<file path="config.mk">
export PLATFORM = sky130hd
export DESIGN_NAME = uart_stat_flags
export DESIGN_NICKNAME = d
export VERILOG_FILES = /design/src/rtl/uart_stat_pkg.sv /design/src/rtl/ust_idle_det.sv /design/src/rtl/ust_rx_hold.sv /design/src/rtl/ust_clr_arm.sv /design/src/rtl/uart_stat_flags.sv
export SDC_FILE = /design/constraint.sdc
export NUM_CORES = 1
export LEC_CHECK = 0
export CAP_MARGIN = 0
export CORE_AREA = 2 2 64 66
export CTS_CLUSTER_DIAMETER = 30
export CTS_CLUSTER_SIZE = 8
export DETAILED_ROUTE_END_ITERATION = 10
export DIE_AREA = 0 0 66 68
export GPL_TIMING_DRIVEN = 0
export HOLD_SLACK_MARGIN = 0.15
export PLACE_DENSITY_LB_ADDON = 0.05
export SLEW_MARGIN = 25
export SYNTH_ARGS = -nofsm -noshare
export SYNTH_HDL_FRONTEND = slang
export SYNTH_SLANG_ARGS = --single-unit
export TNS_END_PERCENT = 1
</file>
<file path="constraint.sdc">
create_clock -name clk -period 1.3 [get_ports clk]
set_input_delay 0.13 -clock clk [delete_from_list [all_inputs] [get_ports clk]]
set_output_delay 0.13 -clock clk [all_outputs]
set_load 0.05 [all_outputs]
</file>
<file path="src/rtl/uart_stat_pkg.sv">
package uart_stat_pkg;

  typedef struct packed {
    logic rdrf;
    logic idle;
    logic ovr;
    logic noise;
  } rx_flags_t;

  localparam int unsigned NUM_RX_FLAGS = 4;

  localparam int unsigned ST_TXE_BIT   = 7;
  localparam int unsigned ST_TC_BIT    = 6;
  localparam int unsigned ST_RDRF_BIT  = 5;
  localparam int unsigned ST_IDLE_BIT  = 4;
  localparam int unsigned ST_OVR_BIT   = 3;
  localparam int unsigned ST_NOISE_BIT = 2;

endpackage

</file>
<file path="src/rtl/ust_idle_det.sv">
module ust_idle_det #(
  parameter int unsigned IDLE_BITS = 10
) (
  input  logic clk,
  input  logic rst_n,
  input  logic rx_line,
  input  logic bit_tick,
  input  logic word_done,
  input  logic clr,
  output logic idle_o
);

  localparam int unsigned CW = $clog2(IDLE_BITS + 1);
  localparam logic [CW-1:0] RUN_MAX  = CW'(IDLE_BITS);
  localparam logic [CW-1:0] RUN_LAST = CW'(IDLE_BITS - 1);

  logic [CW-1:0] run_q, run_nxt;
  logic          armed_q, armed_nxt;
  logic          idle_q, idle_nxt;
  logic          det;

  always_comb begin
    run_nxt = run_q;
    if (!rx_line)
      run_nxt = '0;
    else if (bit_tick && (run_q != RUN_MAX))
      run_nxt = run_q + 1'b1;
  end

  assign det = rx_line & bit_tick & armed_q & (run_q == RUN_LAST);

  always_comb begin
    armed_nxt = armed_q;
    if (word_done)
      armed_nxt = 1'b1;
    else if (det)
      armed_nxt = 1'b0;
    idle_nxt = det | (idle_q & ~clr);
  end

  always_ff @(posedge clk or negedge rst_n) begin
    if (!rst_n) begin
      run_q   <= '0;
      armed_q <= 1'b0;
      idle_q  <= 1'b0;
    end else begin
      run_q   <= run_nxt;
      armed_q <= armed_nxt;
      idle_q  <= idle_nxt;
    end
  end

  assign idle_o = idle_q;

  AST_IDLE_ARMED: assert property (@(posedge clk) disable iff (!rst_n)
    $rose(idle_q) |-> $past(armed_q)) else $error("idle set while disarmed");
  AST_IDLE_LOW_RESTART: assert property (@(posedge clk) disable iff (!rst_n)
    !rx_line |=> !$rose(idle_q)) else $error("idle set on low line");

endmodule

</file>
<file path="src/rtl/ust_rx_hold.sv">
module ust_rx_hold #(
  parameter int unsigned DW = 8
) (
  input  logic          clk,
  input  logic          rst_n,
  input  logic          word_done,
  input  logic [DW-1:0] word_data,
  input  logic          word_noise,
  input  logic          clr_rdrf,
  input  logic          clr_ovr,
  input  logic          clr_noise,
  output logic          rdrf_o,
  output logic          ovr_o,
  output logic          noise_o,
  output logic [DW-1:0] data_o
);

  logic [DW-1:0] data_q, data_nxt;
  logic          rdrf_q, rdrf_nxt;
  logic          ovr_q, ovr_nxt;
  logic          noise_q, noise_nxt;
  logic          load, ovr_set;

  assign load    = word_done & (~rdrf_q | clr_rdrf);
  assign ovr_set = word_done & rdrf_q & ~clr_rdrf;

  always_comb begin
    data_nxt  = load ? word_data : data_q;
    rdrf_nxt  = load | (rdrf_q & ~clr_rdrf);
    ovr_nxt   = ovr_set | (ovr_q & ~clr_ovr);
    noise_nxt = (load & word_noise) | (noise_q & ~clr_noise);
  end

  always_ff @(posedge clk or negedge rst_n) begin
    if (!rst_n) begin
      data_q  <= '0;
      rdrf_q  <= 1'b0;
      ovr_q   <= 1'b0;
      noise_q <= 1'b0;
    end else begin
      if (load) data_q <= data_nxt;
      rdrf_q  <= rdrf_nxt;
      ovr_q   <= ovr_nxt;
      noise_q <= noise_nxt;
    end
  end

  assign rdrf_o  = rdrf_q;
  assign ovr_o   = ovr_q;
  assign noise_o = noise_q;
  assign data_o  = data_q;

  AST_LOAD_FULL: assert property (@(posedge clk) disable iff (!rst_n)
    word_done |=> rdrf_q) else $error("word did not leave rdrf set");
  AST_OVR_HOLD: assert property (@(posedge clk) disable iff (!rst_n)
    (word_done && rdrf_q && !clr_rdrf) |=> $stable(data_q)) else $error("overrun replaced data");
  AST_OVR_SET: assert property (@(posedge clk) disable iff (!rst_n)
    (word_done && rdrf_q && !clr_rdrf) |=> ovr_q) else $error("overrun not flagged");
  AST_COLLIDE_NO_OVR: assert property (@(posedge clk) disable iff (!rst_n)
    (word_done && clr_rdrf && !ovr_q && !clr_ovr) |=> !ovr_q) else $error("collision flagged overrun");

endmodule

</file>
<file path="src/rtl/ust_clr_arm.sv">
module ust_clr_arm
  import uart_stat_pkg::*;
(
  input  logic      clk,
  input  logic      rst_n,
  input  logic      stat_rd,
  input  logic      data_rd,
  input  rx_flags_t flags_i,
  output rx_flags_t clr_o
);

  rx_flags_t arm_q, arm_nxt;

  always_comb begin
    arm_nxt = arm_q;
    if (data_rd)
      arm_nxt = stat_rd ? flags_i : '0;
    else if (stat_rd)
      arm_nxt = arm_q | flags_i;
  end

  always_ff @(posedge clk or negedge rst_n) begin
    if (!rst_n) arm_q <= '0;
    else        arm_q <= arm_nxt;
  end

  assign clr_o = data_rd ? arm_q : '0;

  AST_CLR_SNAP: assert property (@(posedge clk) disable iff (!rst_n)
    (stat_rd && !data_rd) |=> ((arm_q & $past(flags_i)) == $past(flags_i))) else $error("set flag not armed");
  AST_CLR_NEEDS_READ: assert property (@(posedge clk) disable iff (!rst_n)
    !data_rd |-> (clr_o == '0)) else $error("clear without data read");

endmodule

</file>
<file path="src/rtl/uart_stat_flags.sv">
module uart_stat_flags
  import uart_stat_pkg::*;
#(
  parameter int unsigned DW        = 8,
  parameter int unsigned IDLE_BITS = 10
) (
  input  logic          clk,
  input  logic          rst_n,
  input  logic          rx_line,
  input  logic          bit_tick,
  input  logic          word_done,
  input  logic [DW-1:0] word_data,
  input  logic          word_noise,
  input  logic          tx_busy,
  input  logic          tx_empty,
  input  logic          stat_rd,
  input  logic          data_rd,
  input  logic          rx_irq_en,
  input  logic          idle_irq_en,
  output logic [7:0]    status,
  output logic [DW-1:0] rx_data,
  output logic          irq
);

  logic [1:0] rst_sync_q;
  logic       rst_q;
  logic       tc_q, tc_nxt;
  rx_flags_t  flags, clr;

  always_ff @(posedge clk or negedge rst_n) begin
    if (!rst_n) rst_sync_q <= 2'b00;
    else        rst_sync_q <= {rst_sync_q[0], 1'b1};
  end
  assign rst_q = rst_sync_q[1];

  assign tc_nxt = ~tx_busy;

  always_ff @(posedge clk or negedge rst_q) begin
    if (!rst_q) tc_q <= 1'b1;
    else        tc_q <= tc_nxt;
  end

  ust_idle_det #(.IDLE_BITS(IDLE_BITS)) u_idle (
    .clk       (clk),
    .rst_n     (rst_q),
    .rx_line   (rx_line),
    .bit_tick  (bit_tick),
    .word_done (word_done),
    .clr       (clr.idle),
    .idle_o    (flags.idle)
  );

  ust_rx_hold #(.DW(DW)) u_hold (
    .clk        (clk),
    .rst_n      (rst_q),
    .word_done  (word_done),
    .word_data  (word_data),
    .word_noise (word_noise),
    .clr_rdrf   (clr.rdrf),
    .clr_ovr    (clr.ovr),
    .clr_noise  (clr.noise),
    .rdrf_o     (flags.rdrf),
    .ovr_o      (flags.ovr),
    .noise_o    (flags.noise),
    .data_o     (rx_data)
  );

  ust_clr_arm u_arm (
    .clk     (clk),
    .rst_n   (rst_q),
    .stat_rd (stat_rd),
    .data_rd (data_rd),
    .flags_i (flags),
    .clr_o   (clr)
  );

  always_comb begin
    status               = '0;
    status[ST_TXE_BIT]   = tx_empty;
    status[ST_TC_BIT]    = tc_q;
    status[ST_RDRF_BIT]  = flags.rdrf;
    status[ST_IDLE_BIT]  = flags.idle;
    status[ST_OVR_BIT]   = flags.ovr;
    status[ST_NOISE_BIT] = flags.noise;
  end

  assign irq = (rx_irq_en & (flags.rdrf | flags.ovr)) | (idle_irq_en & flags.idle);

  AST_TC_FOLLOW: assert property (@(posedge clk) disable iff (!rst_q)
    tx_busy |=> !tc_q) else $error("tc high while busy");
  AST_RDRF_FALL: assert property (@(posedge clk) disable iff (!rst_q)
    $fell(flags.rdrf) |-> $past(data_rd)) else $error("rdrf fell without data read");
  AST_IRQ_SRC: assert property (@(posedge clk) disable iff (!rst_q)
    irq |-> (flags.rdrf | flags.ovr | flags.idle)) else $error("irq with no source");
  AST_LOW_BITS: assert property (@(posedge clk) disable iff (!rst_q)
    status[1:0] == 2'b00) else $error("unused status bits set");

endmodule

</file>
Yosys cells after proc, flatten, opt, wreduce, memory -nomap -nowiden
Cells that the tools add are included.
{"block": "totals", "word_cells": 55, "regBits": 24}
{"block": "classes", "bitwise": 27, "addsub": 1, "eq_ne": 3, "muxes": 8, "n_reduce_logical": 3}
{"cell": "$mux W4", "n": 6}
{"cell": "$and A1 B1 Y1", "n": 13}
{"cell": "$or A1 B1 Y1", "n": 7}
{"cell": "$not A1 Y1", "n": 6}
{"cell": "$add A4 B1 Y4 const B", "n": 1}
{"cell": "$eq A4 B4 Y1 const B", "n": 1}
{"cell": "$ne A4 B4 Y1 const B", "n": 1}
{"cell": "$or A4 B4 Y4", "n": 1}
{"cell": "$reduce_bool A2 Y1", "n": 2}
{"cell": "$mux W1", "n": 2}
{"cell": "$ne A2 B1 Y1 const B", "n": 1}
{"cell": "$logic_and A1 B1 Y1", "n": 1}

Depth between registers and ports, before layout
{"block": "depth", "depth_word": 5, "ltp_mapped": 5, "ltp_nobuf": 5}

Hierarchy
A second synthesis with hierarchy kept.
{"block": "hier_totals", "hier_cells": 93, "area_unflattened_um2": 1084.8}
{"mod": "ust_rx_hold", "area_per_inst_um2": 451.7, "instances": 1, "cells_per_inst": 28}
{"mod": "ust_idle_det", "area_per_inst_um2": 327.8, "instances": 1, "cells_per_inst": 32}
{"mod": "ust_clr_arm", "area_per_inst_um2": 175.2, "instances": 1, "cells_per_inst": 20}
{"mod": "uart_stat_flags", "area_per_inst_um2": 130.1, "instances": 1, "cells_per_inst": 13}

Worst setup path after synthesis
OpenSTA, ideal clock, no wires.
{"block": "synth_timing", "path_kind": "register -> register", "startpoint": "reg u_idle.run_q[0]", "endpoint": "reg u_idle.run_q[2]", "arrival_time_ps": 1272, "stages_incl_launch_ff": 6, "synth_period_minus_slack_ps": 1356, "setup_time_ps": 84, "setup_slack_ps": -56, "required_ps": 1216, "path_cell_list": "dfrtp_1 -> inv_1 -> ha_1 -> nand2_1 -> or3b_2 -> a21boi_0"}
{"block": "synth_via", "elab_chain_len": 3, "elab_cells_between_ends": 6}
{"item": "from (decl)", "line": "ust_idle_det.sv:17", "source": "logic [CW-1:0] run_q, run_nxt;"}
{"item": "from (signal assigned)", "line": "ust_idle_det.sv:47", "source": "run_q <= run_nxt;"}
{"item": "$add A4 B1 Y4 / $ne A4 B4 Y1 (equally long branches)", "line": "ust_idle_det.sv:27, ust_idle_det.sv:26"}
{"item": "$mux W4 / $logic_and A1 B1 Y1 (equally long branches)", "line": "ust_idle_det.sv:26", "source": "else if (bit_tick && (run_q != RUN_MAX))"}
{"item": "$mux W4 / $ne A2 B1 Y1 (equally long branches)"}
Several ways; a longest one is shown, not always the timed one. The select of a mux whose other input is x is not followed.
A chain may end at the register's enable or synchronous reset.

Final worst setup path
{"block": "layout_timing", "startpoint": "reg u_hold.rdrf_q, in the netlist u_hold.rdrf_o", "endpoint": "reg u_hold.data_q[6], in the netlist u_hold.data_o[6]"}
{"block": "layout_via", "elab_chain_len": 3}
{"item": "from (decl)", "line": "ust_rx_hold.sv:19", "source": "logic rdrf_q, rdrf_nxt;"}
{"item": "from (signal assigned)", "line": "ust_rx_hold.sv:42", "source": "rdrf_q <= rdrf_nxt;"}
{"item": "$not A1 Y1", "line": "ust_rx_hold.sv:24", "source": "assign load = word_done & (~rdrf_q | clr_rdrf);"}
{"item": "$or A1 B1 Y1", "line": "ust_rx_hold.sv:24"}
{"item": "$and A1 B1 Y1", "line": "ust_rx_hold.sv:24"}
{"item": "to (signal assigned)", "line": "ust_rx_hold.sv:41", "source": "if (load) data_q <= data_nxt;"}
{"item": "to (decl)", "line": "ust_rx_hold.sv:18", "source": "logic [DW-1:0] data_q, data_nxt;"}
Every way passes these cells.

==> run_results.csv <==
group,metric,value,unit
status,status,"finished with violations",
status,violations,"setup timing",
clock_network,root_buffer,"clkbuf_8",
yosys,synth_top_area_share,51.98,%
detailed_routing,viasPerCell,4.080,
worst_setup_path,ff2ff_setup_slack,-0.02,ns
power_and_ir_drop,power.total,0.002328,W
floorplan,core.rowCount,23,
detailed_routing,dr.pass1.iters,2,
timing,final.min_clock_period,1.317,ns
finish,final_cells,187,
timing,tightest_slew,0.8844,ns
power_and_ir_drop,power_density,1469,nW/um2
hold_path,hold_path_end,"u_arm.arm_q[2]$_DFFE_PN0P_",
clock_network,clock-sinks,24,
run,maxCapViolCount,0,
timing,fin_skew,0.004723,ns
floorplan,die_area,4488,um2
clock_network,clockBufferDepth,2,
timing,rsz0062_at_grt,"yes",
clock_network,clkLatencyLatePin,0.26,ns
clock_network,clkSlewWorstSetupHoldPaths,0.09,ns
worst_setup_path,critPathCaptureType,"flip-flop",
detailed_routing,wl_per_cell,11.16,um
clock_network,htree_levels,1,
hold_path,worstHoldPathType,"in -> reg",
yosys,post-synth-top-count-cell,"dfrtp_1",
timing,report.final.slew_viol_count,0,
yosys,ys_warn_count,0,
placed_design,portBuffers,33,
timing,period_share,101.3,%
yosys,synth_cell_types,27,
global_routing,antenna_found_initial,0,
timing,fmax,0.7594,GHz
worst_setup_path,critical_path_class,"reg -> reg",
worst_setup_path,timing.rr.end,"u_hold.data_o[6]$_DFFE_PN0P_",
global_routing,overflow,0,
yosys,synth_area,1107,um2
floorplan,core,3856,um2
global_routing,grt_max_degree,23,
timing,relSlewSlack,41.04,%
yosys,async_flop_share,100.0,%
finish,syn2layout_area_growth,43.16,%
hold_path,hold_path_depth,2,
global_routing,first_global_vias,746,
clock_network,cts_buffers,3,
worst_setup_path,critPathLaunchType,"flip-flop",
detailed_routing,routed_wl,2.087,mm
timing,layout_setup_ws,-0.01685,ns
placed_design,dp.cells,180,
yosys,syn_avg_cell_area,11.53,um2
worst_setup_path,path_max_fanout,9,
floorplan,io_pins,37,
floorplan,initial_core_util,28.72,%
yosys,synth_flop_cell,"dfrtp_1",
placed_design,place_hpwl,1.497,mm
hold_path,min_from,"data_rd",
finish,n_fill_cell,399,
yosys,syn_inst,96,
finish,num_antenna_cells,0,
clock_network,tritoncts,"done",
floorplan,die_x,66,um
yosys,ys_seq_area_share,54.35,%
global_routing,grt_pass1_wl,3.491,mm
timing,finalSetupViolCount,8,
power_and_ir_drop,leakage,0.7665,nW
finish,drive_gt1_share,34.31,%
yosys,yosys_register_bits,24,
power_and_ir_drop,ir_drop,665.2,uV
placed_design,place_congestion,0.7399,
detailed_routing,num_vias,763,
yosys,synthTopCellsByCount,"dfrtp_1 (23), nand2_1 (19), buf_4 (8), inv_1 (8), mux2_4 (8)",
worst_setup_path,required,1.45,ns
worst_setup_path,cp.arrival,1.47,ns
yosys,synth_top_area_cell,"dfrtp_1",
yosys,ys_top_cells_by_area,"dfrtp_1 (52%), mux2_4 (11%), nand2_1 (6.4%)",
detailed_routing,drt-initial-drc-count,16,
yosys,synth_enable_flop_cells,0,
placed_design,pre_cts_ws,-0.3714,ns
finish,final_nets,161,
worst_setup_path,reg2reg_from,"u_hold.rdrf_o$_DFF_PN0_",
detailed_routing,ant_nets,0,
timing,final_hold_viol_count,0,
global_routing,grt.total_usage,10.21,%
timing,holdWs,0.2942,ns
floorplan,die_y,68,um
detailed_routing,drc_errors,0,
worst_setup_path,r2r_cells,4,
[flip-flops by register name, summed over array words and instances, names as in the netlist]
register and count:
u_hold.data_o 8, u_hold.rdrf_o 1, u_idle.run_q 4, u_hold.ovr_o 1, rst_sync_q 2, u_arm.arm_q 4
u_hold.noise_o 1, u_idle.idle_o 1, u_idle.armed_q 1, tc_q 1
[worst max-delay path, stage by stage, from the launching register on]
cell	delay (ns)
dfrtp_2	0.44
a21boi_2	0.17
nand2b_4	0.16
buf_12	0.15
mux2_4	0.29
[cells in the final DEF (no fill, tap or decap), types with 2 or more instances in the layout]
master            n
dfrtp_1          20
ha_1              2
inv_1             7
clkdlybuf4s50_1  18
dfrtp_2           3
conb_1            3
clkbuf_8          3
nand2_1          18
clkbuf_2          5
o21ai_0           6
clkdlybuf4s15_1   3
buf_4            15
mux2_4            8
[power breakdown]
group / switching, W / leakage (nW) / internal, W
sequential: 0.0000823 / 0.283 / 0.000855
clock: 0.000231 / 0.0357 / 0.000411
combinational: 0.000446 / 0.448 / 0.000302
[worst max path at each step]
stage | startpoint | endpoint | slack [ns] | cells past startpoint
finish | u_hold.rdrf_o$_DFF_PN0_ | u_hold.data_o[6]$_DFFE_PN0P_ | -0.02 | 4
global route | u_hold.ovr_o$_DFF_PN0_ | irq | -0.05 | 3
CTS | u_hold.rdrf_o$_DFF_PN0_ | irq | -0.26 | 3
detailed placement | rx_irq_en | irq | -0.37 | 4
global placement | rx_irq_en | irq | -0.39 | 4
floorplan | u_idle.run_q[0]$_DFFE_PN0P_ | u_idle.run_q[2]$_DFFE_PN0P_ | 0.03 | 5
[through the flow]
step / TNS [ns] / utilization, % / area (um2)
2_1_floorplan: 0 / - / 1114
6_report: -0.1150 / 41.11 / 1585
3_5_place_dp: -3.844 / 39.07 / 1506
4_1_cts: -0.5970 / 40.95 / 1579
5_1_grt: -0.4656 / 41.11 / 1585
3_3_place_gp: -3.790 / 39.07 / 1506
[layout make-up]
class	count	area (um2)	area share [%]
Multi-Input combinational cell	56	420.4	26.52
Buffer	9	80.08	5.051
Sequential cell	24	605.6	38.20
Clock inverter	1	30.03	1.894
Tap cell	50	62.56	3.946
Timing Repair Buffer	36	315.3	19.89
Clock buffer	3	41.29	2.605
Inverter	8	30.03	1.894
[per-layer routing]
layer | routed length (um) | track usage, % | part of all wire (%)
met1 | 1011 | 13.73 | 48
met3 | 101 | 2.138 | 4.8
met4 | 17 | 3.827 | 0.81
met5 | 0 | 0 | 0
met2 | 957 | 16.29 | 46
[kinds of logic after synthesis]
family	after synthesis	share of synthesized area, %
flip-flops	24	54.35
other	2	0.6782
multiplexers	9	11.75
adder cells (fa/ha/maj)	3	3.390
XOR/XNOR	1	0.7911
AND/OR/NAND/NOR	27	11.86
buffers and inverters	17	9.153
AO/OA/AOI/OAI	13	8.023
[repair_timing]
action / 4_1_cts / 5_1_grt
endpoints found under the hold margin: 2 / 0
buffers inserted: 0 / 2
hold buffers: 1 / 0
pin swaps: 1 / 0
gates resized for setup: 24 / 21
setup endpoints to repair: 24 / 21
Power figures use the tool's default switching activity.
